--- config.mk ---
export PLATFORM = sky130hd
export DESIGN_NAME = lane_pend_tracker
export DESIGN_NICKNAME = d
export VERILOG_FILES = /design/src/rtl/lpt_pkg.sv /design/src/rtl/lpt_lane_next.sv /design/src/rtl/lpt_all_zero.sv /design/src/rtl/lane_pend_tracker.sv
export SDC_FILE = /design/constraint.sdc
export NUM_CORES = 1
export LEC_CHECK = 0
export BUFFER_PORTS_ARGS = -buffer_cell sky130_fd_sc_hd__buf_4
export CAP_MARGIN = 20
export CELL_PAD_IN_SITES_DETAIL_PLACEMENT = 1
export CELL_PAD_IN_SITES_GLOBAL_PLACEMENT = 1
export CORE_ASPECT_RATIO = 0.9
export CORE_MARGIN = 2
export CORE_UTILIZATION = 41
export CTS_CLUSTER_DIAMETER = 100
export CTS_CLUSTER_SIZE = 20
export DETAILED_ROUTE_END_ITERATION = 16
export GPL_ROUTABILITY_DRIVEN = 0
export GPL_TIMING_DRIVEN = 0
export PLACE_DENSITY = 0.95
export RECOVER_POWER = 25
export REMOVE_ABC_BUFFERS = 1
export SLEW_MARGIN = 20
export SYNTH_ARGS = -nofsm -noshare
export SYNTH_HDL_FRONTEND = slang
export SYNTH_SLANG_ARGS = --single-unit
--- constraint.sdc ---
create_clock -name clk -period 9.2 [get_ports clk]
set_input_delay 2.3 -clock clk [delete_from_list [all_inputs] [get_ports clk]]
set_output_delay 2.3 -clock clk [all_outputs]
set_load 0.02 [all_outputs]
--- src/rtl/lpt_pkg.sv ---
package lpt_pkg;
    localparam int CNT_W = 2;
    typedef logic [CNT_W-1:0] cnt_t;
    localparam cnt_t CNT_MAX = cnt_t'(2);
endpackage

--- src/rtl/lpt_lane_next.sv ---
module lpt_lane_next
    import lpt_pkg::*;
(
    input  cnt_t cnt_q,
    input  logic clr_i,
    input  logic sync_i,
    input  logic set_en_i,
    input  cnt_t set_val_i,
    input  logic dec_i,
    output cnt_t cnt_nxt_o,
    output logic bad_set_o,
    output logic underflow_o
);
    // priority: sync > load > clear > decrement
    always_comb begin
        bad_set_o   = set_en_i && !sync_i && (set_val_i > CNT_MAX);
        underflow_o = dec_i && !set_en_i && !clr_i && !sync_i && (cnt_q == '0);
        if (sync_i)        cnt_nxt_o = '0;
        else if (set_en_i) cnt_nxt_o = set_val_i;
        else if (clr_i)    cnt_nxt_o = '0;
        else if (dec_i && cnt_q != '0) cnt_nxt_o = cnt_q - cnt_t'(1);
        else               cnt_nxt_o = cnt_q;
    end
endmodule

--- src/rtl/lpt_all_zero.sv ---
module lpt_all_zero #(
    parameter int W = 128
) (
    input  logic [W-1:0] vec_i,
    output logic         zero_o
);
    assign zero_o = ~|vec_i;
endmodule

--- src/rtl/lane_pend_tracker.sv ---
module lane_pend_tracker
    import lpt_pkg::*;
#(
    parameter int NUM_LANES = 64,
    localparam int IDX_W = (NUM_LANES > 1) ? $clog2(NUM_LANES) : 1,
    localparam int VEC_W = NUM_LANES * CNT_W
) (
    input  logic                 clk,
    input  logic                 rst_n,
    input  logic                 clr_all_i,
    input  logic [NUM_LANES-1:0] set_mask_i,
    input  logic [VEC_W-1:0]     set_val_i,
    input  logic                 dec_vld_i,
    input  logic [IDX_W-1:0]     dec_lane_i,
    input  logic                 sync_i,
    output logic [VEC_W-1:0]     cnt_o,
    output logic                 done_o,
    output logic                 err_o
);
    typedef struct packed {
        logic [VEC_W-1:0] cnt;
        logic             done;
        logic             err;
    } state_t;

    state_t st_d, st_q;

    logic [VEC_W-1:0]     cnt_nxt;
    logic [NUM_LANES-1:0] bad_set;
    logic [NUM_LANES-1:0] underflow;
    logic                 cur_zero;
    logic                 nxt_zero;

    for (genvar g = 0; g < NUM_LANES; g++) begin : g_lane
        logic dec_hit;
        assign dec_hit = dec_vld_i && (dec_lane_i == IDX_W'(g));
        lpt_lane_next u_lane (
            .cnt_q      (st_q.cnt[g*CNT_W +: CNT_W]),
            .clr_i      (clr_all_i),
            .sync_i     (sync_i),
            .set_en_i   (set_mask_i[g]),
            .set_val_i  (set_val_i[g*CNT_W +: CNT_W]),
            .dec_i      (dec_hit),
            .cnt_nxt_o  (cnt_nxt[g*CNT_W +: CNT_W]),
            .bad_set_o  (bad_set[g]),
            .underflow_o(underflow[g])
        );
    end

    lpt_all_zero #(.W(VEC_W)) u_zero_cur (.vec_i(st_q.cnt), .zero_o(cur_zero));
    lpt_all_zero #(.W(VEC_W)) u_zero_nxt (.vec_i(cnt_nxt),  .zero_o(nxt_zero));

    always_comb begin
        st_d = st_q;
        if ((|bad_set) || (|underflow)) begin
            st_d.err  = 1'b1;
            st_d.done = 1'b0;
        end else begin
            st_d.cnt  = cnt_nxt;
            st_d.err  = 1'b0;
            st_d.done = !cur_zero && nxt_zero;
        end
    end

    always_ff @(posedge clk) begin
        if (!rst_n) st_q <= '0;
        else        st_q <= st_d;
    end

    assign cnt_o  = st_q.cnt;
    assign done_o = st_q.done;
    assign err_o  = st_q.err;
endmodule

==> flow_metrics.py <==
metrics = {
    "clock_tree": {
        "cts.clk_slew.worst_paths_ns": 0.06,
        "cts_buffer_depth": 2,
        "postCtsSetupBuffers": 0,
        "clock_latency_ns": 0.46,
        "cts_hold_buf": 0,
        "cts_tree": "yes",
        "clockRootBuffer": "clkbuf_16",
        "post_cts_resized": 0,
        "h-tree-depth": 4,
        "cts_sinks": 130,
        "cts_buffers": 17,
    },
    "global_routing": {
        "grt_usage": 0.4601,
        "antenna_found_initial": 8,
        "grt_first_pass_wirelength_um": 97750,
        "grt_pass1_vias": 15340,
        "gr-total-overflow": 0,
        "grt_max_degree": 93,
    },
    "logic_synthesis": {
        "synthArstFlopShare": 0,
        "synth-compound-area-share": 0.2290,
        "synth_edf_count": 0,
        "synthCells": 1480,
        "synthTopCellsByCount": "inv_1, dfxtp_1, nor2_1, nor3_1, a211oi_1",
        "synthAdderAreaFrac": 0.07112,
        "synth.area.top_cells": "dfxtp_1, ha_1, a211oi_1, inv_1, mux2i_1",
        "synth_top_area_frac": 0.2311,
        "synthesis.area_mm2": 0.01126,
        "synth_top_family_by_area": "simple AND/OR/NAND/NOR gates",
        "synth_area_leader_cell": "dfxtp_1",
        "synthMuxAreaShare": 0.05978,
        "synth-main-ff-cell": "dfxtp_1",
        "synth-seq-area-share": 0.2311,
        "syn_area_per_cell_um2": 7.608,
        "synthXorXnorAreaFrac": 0.04123,
        "ys_types": 74,
        "ys_warn_count": 0,
        "synth_most_common_cell": "inv_1",
        "synth-simple-area-share": 0.2831,
        "ys_ff_latch": 130,
    },
    "finish": {
        "fin_cells": 2118,
        "final_nets": 2011,
        "seq_area_mm2": 0.002603,
        "n_fill_cell": 3361,
        "multi_input_area_mm2": 0.007762,
        "area_growth_pct": 28.43,
        "drive_gt1_frac": 0.1964,
        "final_area_mm2": 0.01446,
    },
    "min_path": {
        "hold_class": "flop to flop",
    },
    "pwr": {
        "swShare": 0.3324,
        "p_int_mw": 1.169,
        "combPwrFrac": 0.227,
        "sequentialPowerShare": 0.330,
        "clock_power_share": 0.444,
        "power.switching_mw": 0.5820,
        "p_leak_nw": 5.183,
        "ir_drop_mv": 0.1146,
        "p_per_area_mw_per_mm2": 121.1,
    },
    "critical_path": {
        "cp-endpoint": "cnt_o[92]",
        "r2r-start": "cnt_o[116]",
        "crit_start": "dec_lane_i[4]",
        "cp.depth": 9,
        "path_buf_inv": 1,
        "crit_path_end_kind": "flop",
        "r2r_setup_slack_ns": 3.85,
        "crit_fanout": 57,
        "slowest_delay_ns": 0.91,
        "r2r-end": "cnt_o[92]",
        "cp_slowest_cell": "nor4_1",
        "cp.required_ns": 9.54,
        "critPathKind": "primary input to flop",
        "critPathLaunchType": "primary input",
        "r2r.worst_path.cells": 9,
        "worstPathArrival_ns": 7.37,
        "crit_family": "compound AO/OA/AOI/OAI gates",
        "worstPathCellList": "buf_4 -> nand3_2 -> nor3b_1 -> o41ai_1 -> o221ai_1 -> nor4_1 -> a21o_4 -> nand2_2 -> a211oi_1",
    },
    "placed_design": {
        "io_buffers": 332,
        "dp.cells": 2079,
        "placed_cell_area_mm2": 0.01405,
        "dp_hpwl_um": 48220,
    },
    "die": {
        "core_area_mm2": 0.02703,
        "die-area_mm2": 0.02881,
        "start_util": 0.4166,
        "die_y_um": 161.2,
        "die_w_um": 178.7,
        "design.portCount": 333,
        "num_rows": 57,
    },
    "route": {
        "drt_iter0_markers": 2534,
        "drt-vias-per-instance": 7.356,
        "drcViolationCount": 0,
        "routedWlPerCell_um": 32.02,
        "ant_nets": 0,
        "firstDrtPassIters": 11,
        "vias": 15580,
        "wl_um": 67810,
    },
    "timing": {
        "setup_violations": 0,
        "grt_setup_unrepaired": "no",
        "fin_crit_ns": 7.034,
        "fmax_mhz": 142.2,
        "tightest_slew_ns": 1.206,
        "hold_viol_final": 0,
        "drv_slew": 0,
        "slew_headroom": 0.1942,
        "finalCritPeriodShare": 0.7646,
        "finalClockSkew_ns": 0.01685,
    },
    "run_status": {
        "status": "complete, no violations",
    },
    "run": {
        "cap_violations": 0,
    },
}
==> cells in the final DEF, fill, tap and decap left out, drive strengths merged, types with 5 or more instances in the layout <==
| master | instances |
|---|---|
| buf | 279 |
| a22oi | 26 |
| o21ai | 20 |
| diode | 7 |
| or4b | 10 |
| nand3 | 75 |
| mux2 | 18 |
| clkinv | 5 |
| o311a | 5 |
| and4 | 11 |
| a221oi | 7 |
| mux2i | 47 |
| ha | 64 |
| o32ai | 11 |
| nand2 | 60 |
| nor3b | 54 |
| o211ai | 6 |
| a31oi | 15 |
| nor2 | 100 |
| dfxtp | 130 |
| nand4bb | 6 |
| a22o | 10 |
| o31ai | 34 |
| nor4 | 34 |
| a32oi | 11 |
| xnor2 | 53 |
| o31a | 7 |
| a2111oi | 6 |
| and3 | 11 |
| clkbuf | 84 |
| inv | 138 |
| a21oi | 89 |
| nand4b | 12 |
| or3 | 28 |
| nand4 | 43 |
| a211oi | 91 |
| nor3 | 93 |
==> per-stage QoR <==
| stage | power [mW] | TNS (ns) | util | setup slack (ns) | hold slack (ns) |
|---|---|---|---|---|---|
| 6_report | 1.751 | 0 | 0.5350 | 2.166 | 0.5284 |
| 5_1_grt | 1.768 | 0 | 0.5343 | 2.277 | 0.5609 |
| 4_1_cts | 1.712 | 0 | 0.5430 | 2.640 | 0.5299 |
| 3_5_place_dp | 0.9514 | 0 | 0.5198 | 2.421 | 0.5136 |
| 3_3_place_gp | 0.9307 | -113.26 | 0.5090 | -2.059 | 0.4762 |
| 2_1_floorplan | 0.7288 | 0 | - | 2.683 | 0.5612 |
==> flip-flops by register name (all words and copies together), names as in the netlist <==
signal,count
cnt_o,128
done_o,1
err_o,1
==> kinds of logic after synthesis <==
kind of cell    Yosys count
compound gates          366
xor+xnor                 53
fa+ha+maj                64
buf+inv                 236
flops                   130
mux                      65
simple gates            566
==> worst min-delay path, cell delays in order, from the launching register on <==
cell	delay, ns
dfxtp_1	0.34
inv_1	0.08
a211oi_1	0.06
==> power groups by stage <==
stage / clock (mW) / sequential (mW) / combinational (mW)
floorplan: 0 / 0.597 / 0.132
global placement: 0 / 0.589 / 0.342
detailed placement: 0 / 0.589 / 0.362
CTS: 0.765 / 0.577 / 0.370
global route: 0.788 / 0.578 / 0.402
finish: 0.777 / 0.577 / 0.397
==> worst min-delay path by stage <==
stage | slack (ns) | cells after the start | startpoint | endpoint
global route | 0.56 | 2 | cnt_o[97] | cnt_o[97]
global placement | 0.48 | 2 | cnt_o[12] | cnt_o[12]
detailed placement | 0.51 | 2 | cnt_o[27] | cnt_o[27]
floorplan | 0.56 | 2 | cnt_o[12] | cnt_o[12]
CTS | 0.53 | 2 | cnt_o[100] | cnt_o[100]
finish | 0.53 | 2 | cnt_o[100] | cnt_o[100]
==> layout make-up <==
cell class              count  share of cell area
diodes                      7            0.001211
clock buffers              19             0.03063
clock inverters            13             0.01272
inverters                 137             0.03556
multi-input cells        1114              0.5368
flip-flops and latches    130              0.1800
well taps                 354             0.03063
repair buffers            344              0.1724
==> routing by layer <==
layer  part of all wire  track usage
met1               0.33       0.5243
met2               0.40       0.6511
met3               0.17       0.2382
met4               0.10       0.3352
met5             0.0016      0.02778
(Power assumes the default switching activity.)
